==> config.mk <==
export PLATFORM = sky130hd
export DESIGN_NAME = echo_seq
export DESIGN_NICKNAME = d
export VERILOG_FILES = /design/src/rtl/echo_seq_pkg.sv /design/src/rtl/echo_rate_div.sv /design/src/rtl/echo_phase_ctrl.sv /design/src/rtl/echo_seq.sv
export SDC_FILE = /design/constraint.sdc
export NUM_CORES = 1
export LEC_CHECK = 0
export BUFFER_PORTS_ARGS = -buffer_cell sky130_fd_sc_hd__buf_4
export CAP_MARGIN = 20
export CELL_PAD_IN_SITES_DETAIL_PLACEMENT = 1
export CELL_PAD_IN_SITES_GLOBAL_PLACEMENT = 2
export CORE_ASPECT_RATIO = 1.4
export CORE_MARGIN = 3
export CORE_UTILIZATION = 35
export CTS_CLUSTER_SIZE = 16
export DETAILED_ROUTE_END_ITERATION = 12
export GPL_TIMING_DRIVEN = 0
export PLACE_DENSITY = 0.95
export SETUP_SLACK_MARGIN = 0.3
export SYNTH_ARGS = -nofsm -noshare
export SYNTH_HDL_FRONTEND = slang
export SYNTH_SLANG_ARGS = --single-unit
==> constraint.sdc <==
create_clock -name clk -period 9.5 [get_ports clk]
set_input_delay 1.9 -clock clk [delete_from_list [all_inputs] [get_ports clk]]
set_output_delay 1.9 -clock clk [all_outputs]
set_load 0.01 [all_outputs]
==> src/rtl/echo_seq_pkg.sv <==
`timescale 1ns/1ps
package echo_seq_pkg;
  // Phase encoding: the numeric order 1..5 is the firing order of a line.
  typedef enum logic [2:0] {
    PH_IDLE = 3'd0,
    PH_POS  = 3'd1,
    PH_GAP  = 3'd2,
    PH_NEG  = 3'd3,
    PH_DLY  = 3'd4,
    PH_ACQ  = 3'd5,
    PH_WAIT = 3'd6
  } phase_e;

  localparam int unsigned FIRST_TIMED = 1;
  localparam int unsigned LAST_TIMED  = 5;
endpackage

==> src/rtl/echo_rate_div.sv <==
`timescale 1ns/1ps
module echo_rate_div #(
  parameter int DIV_W = 8
) (
  input  logic             clk,
  input  logic             rst,
  input  logic             acq_nxt,
  input  logic             acq_cur,
  input  logic             restart,
  input  logic [DIV_W-1:0] div_cfg,
  output logic             stb_nxt
);
  logic [DIV_W-1:0] cnt_q, cnt_d;

  always_comb begin
    if (acq_nxt && (!acq_cur || restart))
      cnt_d = '0;
    else if (acq_cur)
      cnt_d = (cnt_q >= div_cfg) ? '0 : cnt_q + DIV_W'(1);
    else
      cnt_d = cnt_q;
    stb_nxt = acq_nxt && (cnt_d == '0);
  end

  always_ff @(posedge clk) begin
    if (rst) cnt_q <= '0;
    else     cnt_q <= cnt_d;
  end
endmodule

==> src/rtl/echo_phase_ctrl.sv <==
`timescale 1ns/1ps
module echo_phase_ctrl
  import echo_seq_pkg::*;
#(
  parameter int POS_W = 8,
  parameter int GAP_W = 8,
  parameter int NEG_W = 16,
  parameter int DLY_W = 16,
  parameter int ACQ_W = 16,
  parameter int PER_W = 24,
  parameter int CNT_W = 8,
  parameter int IDX_W = 2
) (
  input  logic             clk,
  input  logic             rst,
  input  logic             trig,
  input  logic             cont_mode,
  input  logic [CNT_W-1:0] rep_count,
  input  logic [POS_W-1:0] pos_len,
  input  logic [GAP_W-1:0] gap_len,
  input  logic [NEG_W-1:0] neg_len,
  input  logic [DLY_W-1:0] dly_len,
  input  logic [ACQ_W-1:0] acq_len,
  input  logic [PER_W-1:0] period_len,
  output phase_e           ph_nxt,
  output logic             new_cyc,
  output logic [IDX_W-1:0] line_idx
);
  localparam int W01   = (POS_W > GAP_W) ? POS_W : GAP_W;
  localparam int W23   = (NEG_W > DLY_W) ? NEG_W : DLY_W;
  localparam int W03   = (W01 > W23) ? W01 : W23;
  localparam int LEN_W = (W03 > ACQ_W) ? W03 : ACQ_W;

  phase_e           ph_q, ph_d, nxt;
  logic [LEN_W-1:0] pc_q, cur_len;
  logic [PER_W-1:0] per_q;
  logic [PER_W:0]   per_next;
  logic [CNT_W-1:0] done_q;
  logic [CNT_W:0]   total, done_next;
  logic [IDX_W-1:0] idx_q;
  logic [LAST_TIMED:FIRST_TIMED] nz;
  logic ph_done, per_met, start_seq, cyc_end, last_cyc;

  // First non-empty timed phase at or after position 'start'; WAIT if none.
  function automatic phase_e first_nz(input int start,
                                      input logic [LAST_TIMED:FIRST_TIMED] map);
    phase_e r;
    r = PH_WAIT;
    for (int i = LAST_TIMED; i >= FIRST_TIMED; i--)
      if (i >= start && map[i]) r = phase_e'(3'(i));
    return r;
  endfunction

  assign nz = {|acq_len, |dly_len, |neg_len, |gap_len, |pos_len};

  always_comb begin
    case (ph_q)
      PH_POS:  cur_len = LEN_W'(pos_len);
      PH_GAP:  cur_len = LEN_W'(gap_len);
      PH_NEG:  cur_len = LEN_W'(neg_len);
      PH_DLY:  cur_len = LEN_W'(dly_len);
      PH_ACQ:  cur_len = LEN_W'(acq_len);
      default: cur_len = '0;
    endcase
  end

  always_comb begin
    per_next  = {1'b0, per_q} + (PER_W+1)'(1);
    per_met   = per_next >= {1'b0, period_len};
    ph_done   = (ph_q == PH_WAIT) ? per_met : (pc_q == cur_len - LEN_W'(1));
    nxt       = first_nz(int'(ph_q) + 1, nz);
    start_seq = (ph_q == PH_IDLE) && trig;
    cyc_end   = (ph_q != PH_IDLE) && ph_done && (nxt == PH_WAIT) && per_met;
    total     = (cont_mode && rep_count != '0) ? {1'b0, rep_count} : (CNT_W+1)'(1);
    done_next = {1'b0, done_q} + (CNT_W+1)'(1);
    last_cyc  = done_next >= total;
    new_cyc   = start_seq || (cyc_end && !last_cyc);

    if (new_cyc)                           ph_d = first_nz(FIRST_TIMED, nz);
    else if (cyc_end)                      ph_d = PH_IDLE;
    else if (ph_q != PH_IDLE && ph_done)   ph_d = nxt;
    else                                   ph_d = ph_q;
  end

  always_ff @(posedge clk) begin
    if (rst) begin
      ph_q   <= PH_IDLE;
      pc_q   <= '0;
      per_q  <= '0;
      done_q <= '0;
      idx_q  <= '0;
    end else begin
      ph_q <= ph_d;

      if (new_cyc || ph_d != ph_q)                 pc_q <= '0;
      else if (ph_q != PH_IDLE && ph_q != PH_WAIT) pc_q <= pc_q + LEN_W'(1);

      if (new_cyc)               per_q <= '0;
      else if (ph_q != PH_IDLE)  per_q <= per_next[PER_W-1:0];

      if (start_seq)    done_q <= '0;
      else if (cyc_end) done_q <= done_next[CNT_W-1:0];

      if (start_seq)    idx_q <= '0;
      else if (new_cyc) idx_q <= idx_q + IDX_W'(1);
    end
  end

  assign ph_nxt   = ph_d;
  assign line_idx = idx_q;
endmodule

==> src/rtl/echo_seq.sv <==
`timescale 1ns/1ps
module echo_seq
  import echo_seq_pkg::*;
#(
  parameter int POS_W = 8,
  parameter int GAP_W = 8,
  parameter int NEG_W = 16,
  parameter int DLY_W = 16,
  parameter int ACQ_W = 16,
  parameter int PER_W = 24,
  parameter int CNT_W = 8,
  parameter int DIV_W = 8,
  parameter int IDX_W = 2
) (
  input  logic             clk,
  input  logic             rst,
  input  logic             sw_trig,
  input  logic             cont_en,
  input  logic [CNT_W-1:0] rep_count,
  input  logic [POS_W-1:0] pos_len,
  input  logic [GAP_W-1:0] gap_len,
  input  logic [NEG_W-1:0] neg_len,
  input  logic [DLY_W-1:0] dly_len,
  input  logic [ACQ_W-1:0] acq_len,
  input  logic [PER_W-1:0] period_len,
  input  logic [DIV_W-1:0] rate_div,
  output logic             drv_pos,
  output logic             drv_neg,
  output logic             acq_en,
  output logic             smp_stb,
  output logic [IDX_W-1:0] line_idx,
  output logic             busy
);
  phase_e ph_nxt;
  logic   new_cyc, stb_nxt;

  echo_phase_ctrl #(
    .POS_W(POS_W), .GAP_W(GAP_W), .NEG_W(NEG_W), .DLY_W(DLY_W),
    .ACQ_W(ACQ_W), .PER_W(PER_W), .CNT_W(CNT_W), .IDX_W(IDX_W)
  ) u_ctrl (
    .clk(clk), .rst(rst), .trig(sw_trig), .cont_mode(cont_en),
    .rep_count(rep_count), .pos_len(pos_len), .gap_len(gap_len),
    .neg_len(neg_len), .dly_len(dly_len), .acq_len(acq_len),
    .period_len(period_len), .ph_nxt(ph_nxt), .new_cyc(new_cyc),
    .line_idx(line_idx)
  );

  echo_rate_div #(.DIV_W(DIV_W)) u_div (
    .clk(clk), .rst(rst), .acq_nxt(ph_nxt == PH_ACQ), .acq_cur(acq_en),
    .restart(new_cyc), .div_cfg(rate_div), .stb_nxt(stb_nxt)
  );

  always_ff @(posedge clk) begin
    if (rst) begin
      drv_pos <= 1'b0;
      drv_neg <= 1'b0;
      acq_en  <= 1'b0;
      smp_stb <= 1'b0;
      busy    <= 1'b0;
    end else begin
      drv_pos <= (ph_nxt == PH_POS);
      drv_neg <= (ph_nxt == PH_NEG);
      acq_en  <= (ph_nxt == PH_ACQ);
      smp_stb <= stb_nxt;
      busy    <= (ph_nxt != PH_IDLE);
    end
  end
endmodule

==> metrics.txt <==
# TYPE chip_impl_metric gauge
chip_impl_metric{name="place_congestion",unit=""} 0.916
chip_impl_metric{name="max_freq",unit="MHz"} 170
chip_impl_info{name="run_status",value="completed"} 1
chip_impl_metric{name="clock-skew-final",unit="ns"} 0.00753
chip_impl_metric{name="timing_worst_slew_pin_value",unit="ns"} 0.799
chip_impl_info{name="synth_flop_cell",value="sky130_fd_sc_hd__dfxtp_1"} 1
chip_impl_metric{name="fp.dieArea",unit="sq um"} 18900
chip_impl_metric{name="clockBufferDepth",unit=""} 2
chip_impl_metric{name="routed_via_density",unit=""} 5.51
chip_impl_info{name="r2r_start",value="u_ctrl.per_q[0]"} 1
chip_impl_metric{name="synth_seq_cells",unit=""} 66
chip_impl_metric{name="syn-cell-area",unit="sq um"} 6050
chip_impl_metric{name="synthDistinctLibCells",unit=""} 77
chip_impl_info{name="synth_top_family_by_area",value="simple AND/OR/NAND/NOR gates"} 1
chip_impl_metric{name="setup_tns",unit="ns"} 0
chip_impl_metric{name="initial_utilization",unit="%"} 35.8
chip_impl_metric{name="setup_ws",unit="ns"} 3.63
chip_impl_metric{name="r2r_setup_slack",unit="ns"} 3.63
chip_impl_metric{name="portion_of_the_clock_cycle_consumed_by_the_worst_path_in_the_final_layout",unit="%"} 61.8
chip_impl_metric{name="io_pins",unit=""} 115
chip_impl_metric{name="final_cells",unit=""} 1124
chip_impl_metric{name="post_cts_buffers",unit=""} 0
chip_impl_metric{name="synthXorXnorAreaFrac",unit="%"} 14.5
chip_impl_metric{name="cts_hold_buf",unit=""} 0
chip_impl_metric{name="worst_ep_required_time",unit="ns"} 9.72
chip_impl_info{name="min-delay-start",value="u_ctrl.per_q[1]"} 1
chip_impl_info{name="cell_at_the_root_of_the_clock_tree",value="sky130_fd_sc_hd__clkbuf_16"} 1
chip_impl_metric{name="placement_rows",unit=""} 56
chip_impl_metric{name="routed-via-count",unit=""} 6198
chip_impl_metric{name="num-nets-final",unit=""} 1048
chip_impl_metric{name="synth-compound-area-share",unit="%"} 17.0
chip_impl_info{name="timing_worst_setup_path_type",value="primary input to flip-flop"} 1
chip_impl_metric{name="numPortBuffers",unit=""} 112
chip_impl_metric{name="post_cts_resize_count",unit=""} 0
chip_impl_metric{name="seq_area_frac_synth",unit="%"} 21.8
chip_impl_metric{name="grt_first_pass_wirelength",unit="um"} 31400
chip_impl_metric{name="relSlewSlack",unit="%"} 46.3
chip_impl_metric{name="numPlacedInstances",unit=""} 1110
chip_impl_info{name="setup.worst_path.start_class",value="primary input"} 1
chip_impl_metric{name="reg2regPathDepth",unit=""} 24
chip_impl_metric{name="floorplan.die.height",unit="um"} 162
chip_impl_metric{name="synth_fa_ha_area_share",unit="%"} 10.5
chip_impl_metric{name="all_layer_global_routing_usage",unit="%"} 20.6
chip_impl_metric{name="clk_latency",unit="ns"} 0.33
chip_impl_metric{name="wire_per_inst",unit="um"} 17.2
chip_impl_metric{name="drt_pre_antenna_iters",unit=""} 6
chip_impl_metric{name="n_antenna_cell",unit=""} 0
chip_impl_metric{name="syn_inst",unit=""} 766
chip_impl_metric{name="clkSinkCount",unit=""} 66
chip_impl_metric{name="synth_top_cell_area_share",unit="%"} 21.8
chip_impl_metric{name="vdd_ir_drop_max",unit="mV"} 0.0822
chip_impl_info{name="setup.worst_path.end_class",value="flip-flop"} 1
chip_impl_metric{name="postPlaceCellArea",unit="sq um"} 7180
chip_impl_metric{name="yosys.area_share.simple",unit="%"} 28.8
chip_impl_metric{name="post-route-min-period",unit="ns"} 5.87
chip_impl_metric{name="path_max_fanout",unit=""} 8
chip_impl_metric{name="cp_slowest_stage_delay",unit="ns"} 0.45
chip_impl_info{name="cells_taking_the_most_area_after_synthesis",value="sky130_fd_sc_hd__dfxtp_1, sky130_fd_sc_hd__ha_1, sky130_fd_sc_hd__xor2_1"} 1
chip_impl_metric{name="power_per_cell_area",unit="nW/um^2"} 112
chip_impl_metric{name="detailedPlacementHpwl",unit="um"} 16000
chip_impl_metric{name="grt_antenna_before_repair",unit=""} 0
chip_impl_info{name="grt_setup_unrepaired",value="false"} 1
chip_impl_metric{name="whs_path_depth",unit=""} 2
chip_impl_metric{name="placeableCoreArea",unit="sq um"} 16900
chip_impl_metric{name="die_x",unit="um"} 117
chip_impl_metric{name="slew_viol_final",unit=""} 0
chip_impl_metric{name="numCtsBuffers",unit=""} 9
chip_impl_info{name="tritoncts",value="done"} 1
chip_impl_metric{name="report.final.hold_viol_count",unit=""} 0
chip_impl_metric{name="dpl_worst_slack",unit="ns"} 3.28
chip_impl_metric{name="syn_nets",unit=""} 925
chip_impl_info{name="crit_slowest_cell",value="sky130_fd_sc_hd__o211ai_1"} 1
chip_impl_metric{name="synth_area_per_inst",unit="sq um"} 7.90
chip_impl_metric{name="route.detailed.drc",unit=""} 0
chip_impl_metric{name="max_cap_violations",unit=""} 0
chip_impl_info{name="worstPathCellList",value="buf_4 -> a22oi_1 -> o211ai_1 -> inv_1 -> ha_1 -> and4_1 -> clkbuf_1 -> a211o_1 -> a2bb2oi_1 -> o211ai_1 -> or3_1 -> buf_4 -> o31a_4 -> o21ai_4 -> mux2_2 -> and3b_1 -> buf_2 -> nor4_1"} 1
chip_impl_metric{name="clk_pin_slew_worst_paths",unit="ns"} 0.06
chip_impl_metric{name="critPathArrivalTime",unit="ns"} 6.09
chip_impl_metric{name="layout-drive-gt1-share",unit="%"} 18.6
chip_impl_metric{name="finalWirelength",unit="um"} 19400
chip_impl_metric{name="setup_violations",unit=""} 0
chip_impl_metric{name="detailedRoute.firstIterationViolations",unit=""} 290
chip_impl_metric{name="synth.area.mux_share",unit="%"} 1.96
chip_impl_info{name="worst_hold_path_type",value="flip-flop to flip-flop"} 1
chip_impl_metric{name="grt_start_max_net_pins",unit=""} 11
chip_impl_metric{name="area_delta_synth_final",unit="%"} 23.0
chip_impl_metric{name="globalRouteOverflowTotal",unit=""} 0
chip_impl_metric{name="h_tree_lvls",unit=""} 3
chip_impl_metric{name="postLayoutCoreUtil",unit="%"} 44.1
chip_impl_info{name="r2r-end",value="u_div.cnt_q[7]"} 1
chip_impl_metric{name="ant_nets",unit=""} 0
chip_impl_metric{name="async_reset_ff_share",unit="%"} 0
chip_impl_metric{name="first_global_vias",unit=""} 6453
chip_impl_info{name="synthDominantAreaCellType",value="sky130_fd_sc_hd__dfxtp_1"} 1
chip_impl_metric{name="synth_enable_flop_cells",unit=""} 0
chip_impl_metric{name="synth-warning-count",unit=""} 0
chip_impl_metric{name="final_area",unit="sq um"} 7440
chip_impl_info{name="holdPathEnd",value="u_ctrl.per_q[1]"} 1
chip_impl_metric{name="power.static_leakage",unit="nW"} 3.16
## synth_stat cells (3+ instances only)
library cell	instances
sky130_fd_sc_hd__nor3_1	32
sky130_fd_sc_hd__nand2_1	66
sky130_fd_sc_hd__nor2b_1	12
sky130_fd_sc_hd__nand4_1	20
sky130_fd_sc_hd__a222oi_1	10
sky130_fd_sc_hd__a32oi_1	4
sky130_fd_sc_hd__ha_1	51
sky130_fd_sc_hd__a221o_1	4
sky130_fd_sc_hd__or4_1	4
sky130_fd_sc_hd__nor4_1	29
sky130_fd_sc_hd__and2_1	11
sky130_fd_sc_hd__o2111ai_1	3
sky130_fd_sc_hd__a211oi_1	4
sky130_fd_sc_hd__nand2b_1	8
sky130_fd_sc_hd__o211ai_1	10
sky130_fd_sc_hd__o21ai_0	13
sky130_fd_sc_hd__buf_1	3
sky130_fd_sc_hd__a22oi_1	7
sky130_fd_sc_hd__nor2_1	74
sky130_fd_sc_hd__or2_2	5
sky130_fd_sc_hd__xor2_1	50
sky130_fd_sc_hd__inv_1	39
sky130_fd_sc_hd__mux2i_1	4
sky130_fd_sc_hd__and4_1	4
sky130_fd_sc_hd__buf_6	3
sky130_fd_sc_hd__or3_1	6
sky130_fd_sc_hd__and3_1	17
sky130_fd_sc_hd__a21oi_1	19
sky130_fd_sc_hd__clkbuf_1	13
sky130_fd_sc_hd__a31oi_1	7
sky130_fd_sc_hd__a21o_1	10
sky130_fd_sc_hd__o21a_1	5
sky130_fd_sc_hd__buf_4	4
sky130_fd_sc_hd__xnor2_1	47
sky130_fd_sc_hd__nand3_1	37
sky130_fd_sc_hd__dfxtp_1	66
sky130_fd_sc_hd__o31ai_1	5
sky130_fd_sc_hd__mux2_2	5
sky130_fd_sc_hd__buf_2	9
sky130_fd_sc_hd__a311o_1	3
## cell usage in the layout (no fill, tap or decap), drive strengths merged, types with 7 or more instances in the layout
cell type,netlist,final
buf,19,131
nor2,74,74
nand2,66,66
dfxtp,66,66
ha,51,51
xor2,50,50
xnor2,48,48
inv,40,40
nand3,38,38
nor3,32,32
nor4,31,31
clkbuf,13,24
nand4,20,20
a21oi,19,19
and3,17,17
o21ai,14,14
and2,13,13
nor2b,12,12
o211ai,11,11
a222oi,10,10
a21o,10,10
nand2b,8,8
a22oi,7,7
a31oi,7,7
## where the power goes
part | total (W) | internal, W | switching (W)
logic | 0.000252 | 0.000108 | 0.000144
clock network | 0.000297 | 0.000180 | 0.000118
registers | 0.000285 | 0.000281 | 0.00000428
## routing by layer
layer / wire length, um / global-route usage, % / part of all wire, %
met4: 723 / 8.97 / 3.7
met3: 658 / 2.25 / 3.4
met2: 10600 / 38.7 / 55
met5: 0 / 0 / 0
met1: 7370 / 22.6 / 38
## sequential cells by signal, summed over array words and instances (netlist names)
name / cells
u_ctrl.per_q: 24
u_ctrl.pc_q: 16
u_ctrl.done_q: 8
u_div.cnt_q: 8
u_ctrl.ph_q: 3
u_ctrl.line_idx: 2
acq_en: 1
busy: 1
drv_neg: 1
drv_pos: 1
smp_stb: 1
## through the flow
stage                     power [W]  hold WS, ns
after floorplan            0.000448        0.462
after global placement     0.000538        0.484
after detailed placement   0.000541        0.502
after CTS                  0.000843        0.510
after global routing       0.000881        0.530
final                      0.000835        0.506
## critical path, delay by kind of cell
kind,cells,cell delay [ns]
buffers and inverters,5,0.72
AND/OR/NAND/NOR,4,1.03
adder cells (fa/ha/maj),1,0.29
multiplexers,1,0.39
AO/OA/AOI/OAI,7,1.76
## how the worst max path moves through the flow
| stage | startpoint | to | slack (ns) |
|---|---|---|---|
| after CTS | u_ctrl.per_q[0] | u_div.cnt_q[7] | 3.52 |
| final | gap_len[0] | u_div.cnt_q[7] | 3.63 |
| after detailed placement | gap_len[0] | u_div.cnt_q[7] | 3.28 |
| after global placement | gap_len[0] | u_div.cnt_q[7] | 3.36 |
| after global routing | u_ctrl.per_q[0] | u_div.cnt_q[4] | 3.00 |
| after floorplan | gap_len[0] | u_div.cnt_q[2] | 4.12 |
## final cells by class
class,instances,area [sq um]
Fill cell,2109,9440
Clock inverter,3,17.5
Multi-Input combinational cell,628,4410
Inverter,40,150
Clock buffer,11,243
Tap cell,232,290
Sequential cell,66,1320
Timing Repair Buffer,112,841
Buffer,32,169
## cell families (layout without fill, tap and decap cells)
group                      after synthesis  after routing
DFF                                     66             66
AOI/OAI and AO/OA                      131            131
xor gates and xnor gates                98             98
buffers and inverters                   72            198
muxes                                   10             10
and+or+nand+nor                        338            338
adders and majority gates               51             51
Note: power is estimated with default switching activity, not from simulation.
